**src/rtl/page_load_pkg.sv**
```systemverilog
package page_load_pkg;
  typedef enum logic [1:0] {
    LD_IDLE = 2'd0,
    LD_FILL = 2'd1,
    LD_PROG = 2'd2
  } ld_state_t;
endpackage

```
**src/rtl/strobe_sync.sv**
```systemverilog
// Delays strobes and buses through the same flop chain so they stay aligned.
module strobe_sync #(
  parameter int AW     = 16,
  parameter int DW     = 8,
  parameter int STAGES = 2
) (
  input  logic          clk,
  input  logic          rst,
  input  logic          cs_n,
  input  logic          oe_n,
  input  logic          we_n,
  input  logic [AW-1:0] addr,
  input  logic [DW-1:0] din,
  output logic          cs_s,
  output logic          oe_s,
  output logic          we_s,
  output logic [AW-1:0] addr_s,
  output logic [DW-1:0] din_s
);
  localparam int BW = 3 + AW + DW;
  localparam logic [BW-1:0] REST = {3'b111, {(AW + DW){1'b0}}};

  logic [BW-1:0] pipe [STAGES];

  for (genvar g = 0; g < STAGES; g++) begin : g_stage
    if (g == 0) begin : g_first
      always_ff @(posedge clk) begin
        if (rst) pipe[g] <= REST;
        else     pipe[g] <= {cs_n, oe_n, we_n, addr, din};
      end
    end else begin : g_next
      always_ff @(posedge clk) begin
        if (rst) pipe[g] <= REST;
        else     pipe[g] <= pipe[g-1];
      end
    end
  end

  assign {cs_s, oe_s, we_s, addr_s, din_s} = pipe[STAGES-1];
endmodule

```
**src/rtl/strobe_qual.sv**
```systemverilog
// Turns a synchronized write pulse into one load event with address and data.
module strobe_qual #(
  parameter int AW        = 16,
  parameter int DW        = 8,
  parameter int MIN_PULSE = 3
) (
  input  logic          clk,
  input  logic          rst,
  input  logic          cs_s,
  input  logic          oe_s,
  input  logic          we_s,
  input  logic [AW-1:0] addr_s,
  input  logic [DW-1:0] din_s,
  input  logic          block,
  output logic          load_vld,
  output logic [AW-1:0] load_addr,
  output logic [DW-1:0] load_data
);
  localparam int CW = $clog2(MIN_PULSE + 1);

  logic          act, act_q, armed;
  logic [CW-1:0] wcnt;
  logic [AW-1:0] a_lat;
  logic [DW-1:0] d_hold;

  assign act = ~cs_s & ~we_s & oe_s;

  always_ff @(posedge clk) begin
    if (rst) begin
      act_q     <= 1'b0;
      armed     <= 1'b0;
      wcnt      <= '0;
      a_lat     <= '0;
      d_hold    <= '0;
      load_vld  <= 1'b0;
      load_addr <= '0;
      load_data <= '0;
    end else begin
      act_q    <= act;
      load_vld <= 1'b0;
      if (act && !act_q) begin
        // both enables now low: the later falling edge fixes the address
        a_lat  <= addr_s;
        d_hold <= din_s;
        wcnt   <= CW'(1);
        armed  <= ~block;
      end else if (act) begin
        d_hold <= din_s;
        if (wcnt != CW'(MIN_PULSE)) wcnt <= wcnt + CW'(1);
      end else if (act_q) begin
        // first rising edge ended the pulse: data held from last active cycle
        load_vld  <= armed & ~block & (wcnt == CW'(MIN_PULSE));
        load_addr <= a_lat;
        load_data <= d_hold;
        armed     <= 1'b0;
      end
    end
  end
endmodule

```
**src/rtl/page_buffer.sv**
```systemverilog
// Page data in an inferable RAM, valid flags in flops.
module page_buffer #(
  parameter int PAGE_BITS = 7,
  parameter int DW        = 8
) (
  input  logic                 clk,
  input  logic                 rst,
  input  logic                 wr_en,
  input  logic [PAGE_BITS-1:0] wr_idx,
  input  logic [DW-1:0]        wr_data,
  input  logic                 rd_en,
  input  logic [PAGE_BITS-1:0] rd_idx,
  input  logic                 clr,
  output logic [DW-1:0]        rd_data,
  output logic                 rd_vld
);
  localparam int DEPTH = 1 << PAGE_BITS;

  logic [DW-1:0]    mem [DEPTH];
  logic [DEPTH-1:0] vmask;

  always_ff @(posedge clk) begin
    if (wr_en) mem[wr_idx] <= wr_data;
    if (rd_en) rd_data <= mem[rd_idx];
  end

  always_ff @(posedge clk) begin
    if (rst || clr) vmask <= '0;
    else if (wr_en) vmask[wr_idx] <= 1'b1;
  end

  always_ff @(posedge clk) begin
    if (rst) rd_vld <= 1'b0;
    else     rd_vld <= rd_en & vmask[rd_idx];
  end
endmodule

```
**src/rtl/page_load_ctrl.sv**
```systemverilog
module page_load_ctrl
  import page_load_pkg::*;
#(
  parameter int AW        = 16,
  parameter int DW        = 8,
  parameter int PAGE_BITS = 7,
  parameter int WIN_CYC   = 40,
  parameter int PROG_CYC  = 200,
  parameter int MIN_PULSE = 3
) (
  input  logic          clk,
  input  logic          rst,
  input  logic          cs_n,
  input  logic          oe_n,
  input  logic          we_n,
  input  logic [AW-1:0] addr,
  input  logic [DW-1:0] din,
  output logic          busy,
  output logic          page_err,
  output logic          arr_we,
  output logic [AW-1:0] arr_addr,
  output logic [DW-1:0] arr_wdata
);
  localparam int PAGE = 1 << PAGE_BITS;
  localparam int PGW  = AW - PAGE_BITS;
  localparam int WCW  = $clog2(WIN_CYC);
  localparam int PCW  = $clog2(PROG_CYC);

  logic          cs_s, oe_s, we_s;
  logic [AW-1:0] addr_s;
  logic [DW-1:0] din_s;
  logic          load_vld;
  logic [AW-1:0] load_addr;
  logic [DW-1:0] load_data;

  ld_state_t      state;
  logic [WCW-1:0] win_cnt;
  logic [PCW-1:0] prog_cnt;
  logic [PGW-1:0] page_q;
  logic           busy_q, err_q;
  logic [AW-1:0]  arr_addr_q;

  logic match, buf_we, timeout, scan, prog_last;

  strobe_sync #(.AW(AW), .DW(DW), .STAGES(2)) u_sync (
    .clk(clk), .rst(rst), .cs_n(cs_n), .oe_n(oe_n), .we_n(we_n),
    .addr(addr), .din(din), .cs_s(cs_s), .oe_s(oe_s), .we_s(we_s),
    .addr_s(addr_s), .din_s(din_s)
  );

  strobe_qual #(.AW(AW), .DW(DW), .MIN_PULSE(MIN_PULSE)) u_qual (
    .clk(clk), .rst(rst), .cs_s(cs_s), .oe_s(oe_s), .we_s(we_s),
    .addr_s(addr_s), .din_s(din_s), .block(busy_q),
    .load_vld(load_vld), .load_addr(load_addr), .load_data(load_data)
  );

  always_comb begin
    match     = (load_addr[AW-1:PAGE_BITS] == page_q);
    buf_we    = load_vld & ((state == LD_IDLE) | ((state == LD_FILL) & match));
    timeout   = (state == LD_FILL) & (win_cnt == WCW'(WIN_CYC - 1)) & ~buf_we;
    scan      = (state == LD_PROG) & (prog_cnt < PCW'(PAGE));
    prog_last = (state == LD_PROG) & (prog_cnt == PCW'(PROG_CYC - 1));
  end

  page_buffer #(.PAGE_BITS(PAGE_BITS), .DW(DW)) u_buf (
    .clk(clk), .rst(rst),
    .wr_en(buf_we), .wr_idx(load_addr[PAGE_BITS-1:0]), .wr_data(load_data),
    .rd_en(scan), .rd_idx(prog_cnt[PAGE_BITS-1:0]), .clr(prog_last),
    .rd_data(arr_wdata), .rd_vld(arr_we)
  );

  always_ff @(posedge clk) begin
    if (rst) begin
      state      <= LD_IDLE;
      win_cnt    <= '0;
      prog_cnt   <= '0;
      page_q     <= '0;
      busy_q     <= 1'b0;
      err_q      <= 1'b0;
      arr_addr_q <= '0;
    end else begin
      arr_addr_q <= {page_q, prog_cnt[PAGE_BITS-1:0]};
      case (state)
        LD_IDLE: begin
          if (load_vld) begin
            page_q  <= load_addr[AW-1:PAGE_BITS];
            win_cnt <= '0;
            state   <= LD_FILL;
          end
        end
        LD_FILL: begin
          if (load_vld && !match) err_q <= 1'b1;
          if (buf_we) begin
            win_cnt <= '0;
          end else if (timeout) begin
            state    <= LD_PROG;
            prog_cnt <= '0;
            busy_q   <= 1'b1;
          end else begin
            win_cnt <= win_cnt + WCW'(1);
          end
        end
        LD_PROG: begin
          prog_cnt <= prog_cnt + PCW'(1);
          if (prog_last) begin
            state  <= LD_IDLE;
            busy_q <= 1'b0;
          end
        end
        default: state <= LD_IDLE;
      endcase
    end
  end

  assign busy     = busy_q;
  assign page_err = err_q;
  assign arr_addr = arr_addr_q;
endmodule

```
**config.mk**
```make
export PLATFORM = sky130hd
export DESIGN_NAME = page_load_ctrl
export DESIGN_NICKNAME = d
export VERILOG_FILES = /design/src/rtl/page_load_pkg.sv /design/src/rtl/strobe_sync.sv /design/src/rtl/strobe_qual.sv /design/src/rtl/page_buffer.sv /design/src/rtl/page_load_ctrl.sv
export SDC_FILE = /design/constraint.sdc
export NUM_CORES = 1
export LEC_CHECK = 0
export BUFFER_PORTS_ARGS = -buffer_cell sky130_fd_sc_hd__buf_2
export CORE_MARGIN = 1.5
export CORE_UTILIZATION = 50
export DETAILED_ROUTE_END_ITERATION = 10
export GPL_TIMING_DRIVEN = 0
export PLACE_DENSITY = 0.71
export REMOVE_ABC_BUFFERS = 1
export SYNTH_ARGS = -nofsm -noshare
export SYNTH_HDL_FRONTEND = slang
export SYNTH_HIERARCHICAL = 1
export SYNTH_SLANG_ARGS = --single-unit
```
**constraint.sdc**
```tcl
create_clock -name clk -period 6.05 [get_ports clk]
set_input_delay 0.605 -clock clk [delete_from_list [all_inputs] [get_ports clk]]
set_output_delay 0.605 -clock clk [all_outputs]
set_load 0.02 [all_outputs]
```
==> results.md <==
- Top cells by area, synth: edfxtp_1 (62%), mux4_2 (13%), dfxtp_1 (11%)
- Drt pass-1 iters: 6
- Hold_buf cts: 0
- Worst Tran Pin Value: 1559 ps
- Max-cap viol count: 1
- Grt total ovfl: 0
- Net Sw Frac: 19.10%
- Vias in the first global route: 26.23k
- CTS tree: yes
- Area after DPL: 0.05156 sq mm
- DRC viols: 0
- WP data arrival: 5230 ps
- Final WL: 111000 um
- Worst slew margin relative to its limit: -4.213%
- Final instance area: 0.05578 sq mm
- Total global routing track utilization: 22.04%
- CP Launch Type: register
- Largest net degree at the start of global routing: 97
- Reg clk slew, reported paths: 60 ps
- Share of Yosys cell area claimed by the top area cell type: 62.43%
- Initial Utilization: 50.43%
- Height of the die: 318.1 um
- Worst min path class: in2reg
- Tcrit/Tclk final: 80.69%
- Final slew viol count: 14
- Gpl congestion: 0.8399
- First-pass GRT wire length: 165700 um
- IO Pins: 56
- H-tree lvl count: 4
- Post-synth EDFFs: 1032
- CP Class: reg2reg
- Max Clock Skew: 22.24 ps
- FF+latch count, synth: 1311
- Most frequent cell after synthesis: edfxtp_1
- Port Buf Inserts: 55
- Die area: 0.1012 sq mm
- Primary FF master, synth: edfxtp_1
- Nets: 2805
- DR WL/cell: 26.62 um
- DP Wirelength: 67460 um
- CTS Buffer Depth: 3
- Post-route ant nets: 0
- Clock Sink Count: 1311
- RSZ-0062 raised after global routing: false
- Vias: 25.58k
- Layout cell share with drive strength beyond 1: 20.66%
- Peak supply drop: 0.0002466 V
- Post-CTS sizing: 0
- Sequential-to-total area share from yosys stat: 73.68%
- Vias per std cell: 6.135
- Sw power: 3.350 mW
- Post-synth cell types: 62
- CTS buffer count: 130
- Postcts setup bufs: 0
- Synthesized cell area: 0.04964 sq mm
- Clock root buffer: clkbuf_16
- Internal power: 14.19 mW
- Worst Setup End Kind: register
- Tmin final: 4882 ps
- Leak pwr: 17.40 nW
- Final Hold Fails: 0
- Status: finished with violations
- Final Setup Violations: 0
- Sequential share of power: 54.7%
- Synth top cells by count: edfxtp_1 (1032), mux4_2 (280), dfxtp_1 (279)
- Peak Freq: 0.2048 GHz
- Power density over the cells: 314.4 mW/mm^2
- Req. time, crit path: 6400 ps
- Area leader, netlist: edfxtp_1
- Core Area: 0.09842 sq mm
- Synthesis Warnings: 6
- Mean Syn Cell Area: 18.37 sq um
- Area Overhead vs Synth: 12.38%
- Post-synthesis cell count: 2702
- Failing checks: capacitance limit, slew limit
- Initial detailed-routing violation count: 2827
- Comb pwr share: 0.4%
- Fraction of registers with async set/reset: 0%
- Row cnt: 115
- Die width: 318.1 um
- Clk pwr share: 44.9%
- Placed cells: 3926
- Cell Count, Final, Fillers Out: 4169
- Worst skew pair latency: 740 ps
- CP max FO: 13
- Initial antenna violation count: 4
final timing paths:
path | end | startpoint | slack, ps | cells past startpoint
min reg2reg | u_sync/pipe[1][24] | u_sync/pipe[0][24] | 410 | 1
min | u_sync/pipe[0][26] | cs_n | 60 | 2
max | u_buf/mem[92][1] | u_qual/load_addr[14] | 1170 | 6
max reg2reg | u_buf/mem[92][1] | u_qual/load_addr[14] | 1170 | 6
power by group through the flow:
stage	clock network [mW]	logic, mW	registers (mW)
6_report	7.88	0.0654	9.60
5_1_grt	8.37	0.0717	9.59
2_1_floorplan	0	0.0279	9.79
4_1_cts	8.00	0.0654	9.60
3_5_place_dp	0	0.0652	9.79
3_3_place_gp	0	0.0567	9.79
layer usage:
layer  track usage, %  share of wire, %
met1            30.47                40
met4            8.687               3.6
met2            34.54                47
met3            4.674               8.5
met5                0             0.030
state kept, by name (all words and copies together) (netlist names), 9 cells and up:
name and cells:
u_buf/mem 1024, u_buf/vmask 128, u_sync/pipe 54, arr_addr 16, u_qual/a_lat 16, u_qual/load_addr 16, page_q 9
metrics by stage:
| step | utilization [%] | power, mW | setup TNS [ps] | hold WS [ps] | worst slack, ps |
|---|---|---|---|---|---|
| 3_3_place_gp | 51.50 | 9.851 | -2142090 | 399.2 | -14750 |
| 3_5_place_dp | 52.39 | 9.854 | 0 | 406.6 | 1418 |
| 2_1_floorplan | - | 9.820 | -1278370 | 383.2 | -8845 |
| 4_1_cts | 56.67 | 17.66 | 0 | 30.77 | 1372 |
| 6_report | 56.68 | 17.54 | 0 | 55.84 | 1168 |
| 5_1_grt | 56.67 | 18.03 | 0 | 44.13 | 1270 |
area by class of cell:
class / count / area (sq um)
well taps: 1287 / 1610
multi-input cells: 1235 / 12230
flip-flops and latches: 1311 / 36620
inverters: 6 / 22.52
clock buffers: 192 / 3741
diodes: 2 / 5.005
fillers: 7251 / 42640
repair buffers: 87 / 1086
clock inverters: 49 / 470.5
logic make-up after synthesis:
kind of cell             Yosys count  share of synthesized area [%]
flip-flops                      1311                          73.68
AND/OR/NAND/NOR                  511                          5.140
multiplexers                     380                          14.73
AO/OA/AOI/OAI                    326                          4.358
buffers and inverters            156                          1.737
XOR/XNOR                          13                         0.2294
adder cells (fa/ha/maj)            5                         0.1260
layout by cell type, fill, tap and decap left out, types with 4 or more instances in the layout:
| master | n |
|---|---|
| edfxtp_1 | 1032 |
| mux4_2 | 280 |
| dfxtp_1 | 266 |
| nor2_1 | 204 |
| clkbuf_16 | 134 |
| o21a_1 | 131 |
| nor2b_1 | 109 |
| mux2i_1 | 98 |
| o22ai_1 | 64 |
| nand2_1 | 57 |
| a21oi_1 | 56 |
| buf_2 | 54 |
| clkbuf_1 | 41 |
| nor3_1 | 29 |
| o21ai_0 | 28 |
| buf_16 | 26 |
| nand3_1 | 25 |
| clkinv_2 | 19 |
| clkbuf_8 | 17 |
| nand4_1 | 14 |
| xnor2_1 | 13 |
| o21ai_1 | 11 |
| dfxtp_4 | 11 |
| inv_6 | 10 |
| clkinv_1 | 10 |
| nor4_1 | 9 |
| nand3b_1 | 8 |
| or3b_1 | 8 |
| a211oi_1 | 7 |
| or2_1 | 7 |
| bufinv_16 | 6 |
| a22oi_1 | 6 |
| inv_1 | 5 |
| o211ai_1 | 5 |
| or2_2 | 5 |
| a31oi_1 | 4 |
critical path, stage by stage, from the launching register on:
cell and delay [ps]:
dfxtp_1 370, xnor2_1 140, nand4_1 190, or3_4 460, a21oi_1 640, nand3_1 1320
nor2_1 1360
(Power assumes the default switching activity.)
